==> src/rtl/ts_pkg.sv <==
package ts_pkg;
  typedef enum logic [1:0] {
    ST_IDLE  = 2'd0,
    ST_READ  = 2'd1,
    ST_WRITE = 2'd2,
    ST_DONE  = 2'd3
  } ts_state_t;

  localparam int unsigned TIME_W     = 64;
  localparam int unsigned TIME_BYTES = TIME_W / 8;
  localparam logic [7:0]  RC_OK      = 8'h00;
  localparam logic [7:0]  RC_BAD_LEN = 8'h16;
  localparam logic [15:0] LEN_SET_IN = 16'(TIME_BYTES);
  localparam logic [15:0] LEN_GET_IN = 16'd0;
endpackage

==> src/rtl/ts_ns_counter.sv <==
module ts_ns_counter #(
  parameter int unsigned WIDTH      = 64,
  parameter int unsigned NS_PER_CLK = 1
) (
  input  logic             clk,
  input  logic             rst_n,
  output logic [WIDTH-1:0] now
);
  localparam logic [WIDTH-1:0] STEP = WIDTH'(NS_PER_CLK);

  logic [WIDTH-1:0] cnt_q;
  logic             armed_q;

  always_ff @(posedge clk or negedge rst_n) begin
    if (!rst_n) begin
      cnt_q   <= '0;
      armed_q <= 1'b0;
    end else begin
      cnt_q   <= cnt_q + STEP;
      armed_q <= 1'b1;
    end
  end

  assign now = cnt_q;

  assert_step_R9: assert property (@(posedge clk) disable iff (!rst_n)
    armed_q |-> (cnt_q == $past(cnt_q) + STEP));
endmodule

==> src/rtl/ts_byte_walker.sv <==
module ts_byte_walker #(
  parameter int unsigned COUNT = 8,
  localparam int unsigned IDX_W = (COUNT > 1) ? $clog2(COUNT) : 1
) (
  input  logic             clk,
  input  logic             rst_n,
  input  logic             go,
  output logic             busy,
  output logic [IDX_W-1:0] idx,
  output logic             last
);
  localparam logic [IDX_W-1:0] LAST_IDX = IDX_W'(COUNT - 1);

  always_ff @(posedge clk or negedge rst_n) begin
    if (!rst_n) begin
      busy <= 1'b0;
      idx  <= '0;
    end else if (go) begin
      busy <= 1'b1;
      idx  <= '0;
    end else if (busy) begin
      if (idx == LAST_IDX) busy <= 1'b0;
      else                 idx  <= idx + 1'b1;
    end
  end

  assign last = busy && (idx == LAST_IDX);
endmodule

==> src/rtl/ts_time_store.sv <==
module ts_time_store #(
  parameter int unsigned WIDTH = 64
) (
  input  logic             clk,
  input  logic             rst_n,
  input  logic             commit,
  input  logic [WIDTH-1:0] host_in,
  input  logic [WIDTH-1:0] cap_in,
  input  logic [WIDTH-1:0] now,
  output logic             valid,
  output logic [WIDTH-1:0] result
);
  logic [WIDTH-1:0] host_q;
  logic [WIDTH-1:0] cap_q;

  always_ff @(posedge clk or negedge rst_n) begin
    if (!rst_n) begin
      valid  <= 1'b0;
      host_q <= '0;
      cap_q  <= '0;
    end else if (commit) begin
      valid  <= 1'b1;
      host_q <= host_in;
      cap_q  <= cap_in;
    end
  end

  assign result = valid ? (host_q + (now - cap_q)) : '0;

  assert_valid_sticky_R2: assert property (@(posedge clk) disable iff (!rst_n)
    valid |=> valid);
endmodule

==> src/rtl/host_time_unit.sv <==
module host_time_unit
  import ts_pkg::*;
#(
  parameter int unsigned ADDR_W     = 8,
  parameter int unsigned BASE_ADDR  = 0,
  parameter int unsigned NS_PER_CLK = 1
) (
  input  logic              clk,
  input  logic              rst_n,
  input  logic              cmd_valid,
  output logic              cmd_ready,
  input  logic              cmd_is_set,
  input  logic [15:0]       cmd_len,
  output logic              done,
  output logic [7:0]        ret_code,
  output logic [15:0]       out_len,
  output logic [ADDR_W-1:0] buf_addr,
  output logic              buf_rd_en,
  input  logic [7:0]        buf_rdata,
  output logic              buf_wr_en,
  output logic [7:0]        buf_wdata
);
  localparam int unsigned IDX_W = $clog2(TIME_BYTES);
  localparam logic [IDX_W-1:0] LAST_IDX = IDX_W'(TIME_BYTES - 1);

  ts_state_t          st_q;
  logic               op_set_q;
  logic [TIME_W-1:0]  shadow_q;
  logic [TIME_W-1:0]  cap_pend_q;
  logic [TIME_W-1:0]  merged;
  logic [TIME_W-1:0]  now;
  logic [TIME_W-1:0]  result;
  logic               ts_valid;
  logic [7:0]         rc_q;
  logic [15:0]        olen_q;
  logic               rd_v_q;
  logic [IDX_W-1:0]   rd_i_q;
  logic               accept, len_ok, go, commit;
  logic               walk_busy, walk_last;
  logic [IDX_W-1:0]   walk_idx;

  ts_ns_counter #(.WIDTH(TIME_W), .NS_PER_CLK(NS_PER_CLK)) u_cnt (
    .clk(clk), .rst_n(rst_n), .now(now)
  );

  ts_byte_walker #(.COUNT(TIME_BYTES)) u_walk (
    .clk(clk), .rst_n(rst_n), .go(go),
    .busy(walk_busy), .idx(walk_idx), .last(walk_last)
  );

  ts_time_store #(.WIDTH(TIME_W)) u_store (
    .clk(clk), .rst_n(rst_n), .commit(commit),
    .host_in(merged), .cap_in(cap_pend_q), .now(now),
    .valid(ts_valid), .result(result)
  );

  assign cmd_ready = (st_q == ST_IDLE);
  assign accept    = cmd_valid && cmd_ready;
  assign len_ok    = cmd_is_set ? (cmd_len == LEN_SET_IN) : (cmd_len == LEN_GET_IN);
  assign go        = accept && len_ok;
  assign commit    = rd_v_q && (rd_i_q == LAST_IDX);

  always_comb begin
    merged = shadow_q;
    merged[{rd_i_q, 3'b000} +: 8] = buf_rdata;
  end

  assign buf_rd_en = (st_q == ST_READ)  && walk_busy;
  assign buf_wr_en = (st_q == ST_WRITE) && walk_busy;
  assign buf_addr  = ADDR_W'(BASE_ADDR) + ADDR_W'(walk_idx);
  assign buf_wdata = shadow_q[{walk_idx, 3'b000} +: 8];

  assign done     = (st_q == ST_DONE);
  assign ret_code = rc_q;
  assign out_len  = olen_q;

  always_ff @(posedge clk or negedge rst_n) begin
    if (!rst_n) begin
      st_q       <= ST_IDLE;
      op_set_q   <= 1'b0;
      shadow_q   <= '0;
      cap_pend_q <= '0;
      rc_q       <= RC_OK;
      olen_q     <= '0;
      rd_v_q     <= 1'b0;
      rd_i_q     <= '0;
    end else begin
      rd_v_q <= buf_rd_en;
      rd_i_q <= walk_idx;
      unique case (st_q)
        ST_IDLE: if (accept) begin
          op_set_q <= cmd_is_set;
          if (!len_ok) begin
            rc_q   <= RC_BAD_LEN;
            olen_q <= '0;
            st_q   <= ST_DONE;
          end else if (cmd_is_set) begin
            cap_pend_q <= now;
            st_q       <= ST_READ;
          end else begin
            shadow_q <= result;
            st_q     <= ST_WRITE;
          end
        end
        ST_READ: begin
          if (rd_v_q) shadow_q <= merged;
          if (commit) begin
            rc_q   <= RC_OK;
            olen_q <= '0;
            st_q   <= ST_DONE;
          end
        end
        ST_WRITE: if (walk_last) begin
          rc_q   <= RC_OK;
          olen_q <= 16'(TIME_BYTES);
          st_q   <= ST_DONE;
        end
        default: st_q <= ST_IDLE;
      endcase
    end
  end

  assert_done_single_R7: assert property (@(posedge clk) disable iff (!rst_n)
    done |=> !done);
  assert_read_only_on_set_R3: assert property (@(posedge clk) disable iff (!rst_n)
    buf_rd_en |-> (op_set_q && !buf_wr_en));
  assert_write_only_on_get_R4: assert property (@(posedge clk) disable iff (!rst_n)
    buf_wr_en |-> !op_set_q);
  assert_zero_before_set_R2: assert property (@(posedge clk) disable iff (!rst_n)
    (buf_wr_en && !ts_valid) |-> (buf_wdata == 8'h00));
  assert_idle_no_access_R1: assert property (@(posedge clk) disable iff (!rst_n)
    cmd_ready |-> !(buf_rd_en || buf_wr_en));
  assert_bad_len_zero_out_R6: assert property (@(posedge clk) disable iff (!rst_n)
    (done && ret_code == RC_BAD_LEN) |-> (out_len == 16'd0));
endmodule

==> config.mk <==
export PLATFORM = sky130hd
export DESIGN_NAME = host_time_unit
export DESIGN_NICKNAME = d
export VERILOG_FILES = /design/src/rtl/ts_pkg.sv /design/src/rtl/ts_ns_counter.sv /design/src/rtl/ts_byte_walker.sv /design/src/rtl/ts_time_store.sv /design/src/rtl/host_time_unit.sv
export SDC_FILE = /design/constraint.sdc
export NUM_CORES = 1
export LEC_CHECK = 0
export ABC_AREA = 1
export BUFFER_PORTS_ARGS = -buffer_cell sky130_fd_sc_hd__buf_2
export CAP_MARGIN = 20
export CORE_ASPECT_RATIO = 1.4
export CORE_MARGIN = 5
export CORE_UTILIZATION = 55
export CTS_CLUSTER_DIAMETER = 50
export DETAILED_ROUTE_END_ITERATION = 10
export GPL_TIMING_DRIVEN = 1
export PLACE_DENSITY = 0.72
export SKIP_CTS_REPAIR_TIMING = 1
export SYNTH_ARGS = -nofsm -noshare
export SYNTH_HDL_FRONTEND = slang
export SYNTH_SLANG_ARGS = --single-unit
export TNS_END_PERCENT = 100
==> constraint.sdc <==
create_clock -name clk -period 2.9 [get_ports clk]
set_input_delay 0.58 -clock clk [delete_from_list [all_inputs] [get_ports clk]]
set_output_delay 0.58 -clock clk [all_outputs]
set_load 0.1 [all_outputs]
==> qor.yml <==
status:
  status: "finished, violations left"
  violations: "negative setup slack"
sta:
  period_minus_slack_ns: 2.90
  slew_violations: 0
  layout_setup_ws_ns: -0.00472
  setup_tns_ns: -0.00767
  finalClockSkew_ns: 0.0213
  final.period_utilization_pct: 100
  hold_viol: 0
  grt_setup_unrepaired: "true"
  setup_viol: 2
  max_slew.worst_pin.slew_ns: 1.00
  fmax_mhz: 344
  slew_headroom_pct: 32.5
  hold_slack_ns: 0.0579
synthesis:
  synth_fa_ha_area_share_pct: 9.40
  synth_top_family_by_area: "simple AND/OR/NAND/NOR gates"
  yosysWarnings: 0
  avgSynthCellArea_um2: 6.79
  synth_area_mm2: 0.0233
  synth_edf_count: 0
  ys_top_cells_by_count: "nand2_1 (1,116), inv_1 (671), dfrtp_1 (333)"
  ys.flop_type: "dfrtp_1"
  yosysTopAreaCellShare_pct: 35.8
  yosys-mux-area-fraction_pct: 0.220
  synthArstFlopShare_pct: 100
  ys_ff_latch: 333
  ys_types: 49
  yosys.area.top_type: "dfrtp_1"
  synth-xor-area-share_pct: 2.60
  synth-compound-area-share_pct: 9.80
  synth-simple-area-share_pct: 28.7
  ys_top_cells_by_area: "dfrtp_1 (36%), nand2_1 (18%), inv_1 (11%)"
  synthCells: 3429
  synth_seq_area_share_pct: 35.8
  synth.most_common_cell: "nand2_1"
floorplanning:
  die_w_um: 184
  rows: 89
  pin_count: 72
  die-height_um: 253
  coreArea_mm2: 0.0420
  die_area_mm2: 0.0466
  start_util_pct: 55.4
global_routing:
  grt_pass1_wl_mm: 131
  overflow: 0
  antenna_found_initial: 2
  track_usage_pct: 37.2
  first_global_vias: 22900
  grt_start_max_net_pins: 105
cells_and_area:
  fillers: 3571
  num-nets-final: 3929
  fin_cells: 4338
  diodes: 0
  area_delta_synth_final_pct: 26.0
  drive_above_1_share_pct: 20.6
critical_path:
  cp.arrival_ns: 2.32
  timing.rr.end: "shadow_q[8]"
  cp_max_fo: 21
  worst_setup_path_end_kind: "primary output"
  startpoint_type: "flop"
  r2r_start: "u_store.cap_q[0]"
  r2r_cells: 15
  path_class: "flop to primary output"
  ff2ff_setup_slack_ns: -0.005
  worst_ep_required_time_ns: 2.32
route:
  via_per_inst: 5.40
  ant_nets: 0
  vias: 23400
  detail_route.wl_per_cell_um: 20.4
  routed_wl_mm: 88.5
  initialDrtViolationCount: 1705
  firstDrtPassIters: 8
  route.detailed.drc: 0
job:
  cap_violations: 0
clock_tree:
  cts_buffers: 41
  cts_tree: "done"
  clk_pin_slew_worst_paths_ns: 0.06
  clk_path_buf_depth: 3
  cts.sinks: 333
  cts_root_buf: "clkbuf_16"
  h-tree-depth: 2
  clock_latency_ns: 0.58
power:
  ir_worst_vdd_uv: 587
  leakagePower_nw: 16.0
  power-per-cell-area_mw_per_mm2: 628
placement:
  dpl_worst_slack_ns: -0.298
  io_buffers: 46
  dp.cells: 4248
  gp_congestion: 1.00
  dp.final_hpwl_mm: 68.7
hold_path:
  hold_class: "input port to async pin"
## cell type report
class,count,area [um^2],area share [%]
Clock buffer,51,1100,3.76
Inverter,675,2540,8.65
Timing Repair Buffer,383,3020,10.3
Clock inverter,20,265,0.905
Sequential cell,333,8340,28.4
Tap cell,546,683,2.33
Multi-Input combinational cell,2330,13400,45.6
## worst max-delay path: stages (launching register included)
cell and delay (ns):
dfrtp_2 0.46, buf_4 0.27, o21ai_0 0.21, a221oi_2 0.50, a31oi_4 0.07, buf_12 0.21
## cells by family after synthesis
family                   count (synthesis)
AND/OR/NAND/NOR                       1656
multiplexers                             5
XOR/XNOR                                69
adder cells (fa/ha/maj)                137
buffers and inverters                  790
AO/OA/AOI/OAI                          438
flip-flops                             333
other                                    1
## layer usage
metal  track usage (%)  up-vias  wire [um]
met5                 0        -          0
met4              30.2        0       9450
met3              6.06      360       5330
met2              63.4      971      42800
met1              40.6    11000      30900
li1                  -    11100          -
## worst max-delay path by stage
stage	start	slack [ns]	endpoint	cells after the start
4_1_cts	u_cnt.now[2]	-0.35	shadow_q[61]	17
3_3_place_gp	u_cnt.now[1]	-0.21	shadow_q[62]	15
5_1_grt	u_cnt.now[8]	-0.08	shadow_q[55]	19
3_5_place_dp	u_cnt.now[2]	-0.30	shadow_q[61]	17
6_report	u_walk.idx[0]	-0.005	buf_wdata[7]	5
2_1_floorplan	u_walk.idx[1]	0.06	buf_wdata[2]	7
## through the flow
stage          total power, W  instance area, um^2  util, %
4_1_cts                0.0178                27800     66.3
3_3_place_gp           0.0124                26500     63.0
2_1_floorplan         0.00964                23500        -
6_report               0.0184                29300     69.8
5_1_grt                0.0192                29300     69.8
3_5_place_dp           0.0125                26500     63.0
## registers in the layout (all words and copies together), names as in the netlist
| name | count |
|---|---|
| u_store.valid | 1 |
| u_cnt.now | 64 |
| rd_v_q | 1 |
| cap_pend_q | 64 |
| u_store.cap_q | 64 |
| u_walk.busy | 1 |
| u_walk.idx | 3 |
| out_len | 1 |
| shadow_q | 64 |
| ret_code | 1 |
| st_q | 2 |
| u_store.host_q | 64 |
| rd_i_q | 3 |
## cells in the final DEF, fill, tap and decap left out, drive strengths merged, types with 2 or more instances in the layout
| cell | synthesis | routed |
|---|---|---|
| nand2 | 1120 | 1120 |
| inv | 674 | 678 |
| buf | 51 | 383 |
| dfrtp | 333 | 333 |
| nor2 | 316 | 316 |
| o21ai | 274 | 274 |
| a21oi | 130 | 130 |
| nand3 | 110 | 110 |
| ha | 74 | 74 |
| xor2 | 67 | 67 |
| fa | 63 | 63 |
| nor3 | 52 | 52 |
| clkbuf | 64 | 51 |
| nand4 | 28 | 28 |
| conb | 1 | 25 |
| nor4 | 12 | 12 |
| a22oi | 11 | 11 |
| clkinv | 1 | 9 |
| a31oi | 8 | 8 |
| or2 | 6 | 6 |
| a221oi | 5 | 5 |
| o22ai | 5 | 5 |
| clkinvlp | 0 | 4 |
| and3 | 4 | 4 |
| mux2i | 4 | 4 |
| bufinv | 0 | 4 |
| and2 | 3 | 3 |
| nand3b | 2 | 2 |
| o21a | 2 | 2 |
| xnor2 | 2 | 2 |
| o21bai | 2 | 2 |
## report_power, final
part           internal (W)  total [W]  switching [W]
clock               0.00310    0.00531        0.00221
sequential          0.00517    0.00554       0.000365
combinational       0.00255    0.00755        0.00500
total                0.0108     0.0184        0.00758
Power figures use the tool's default switching activity.
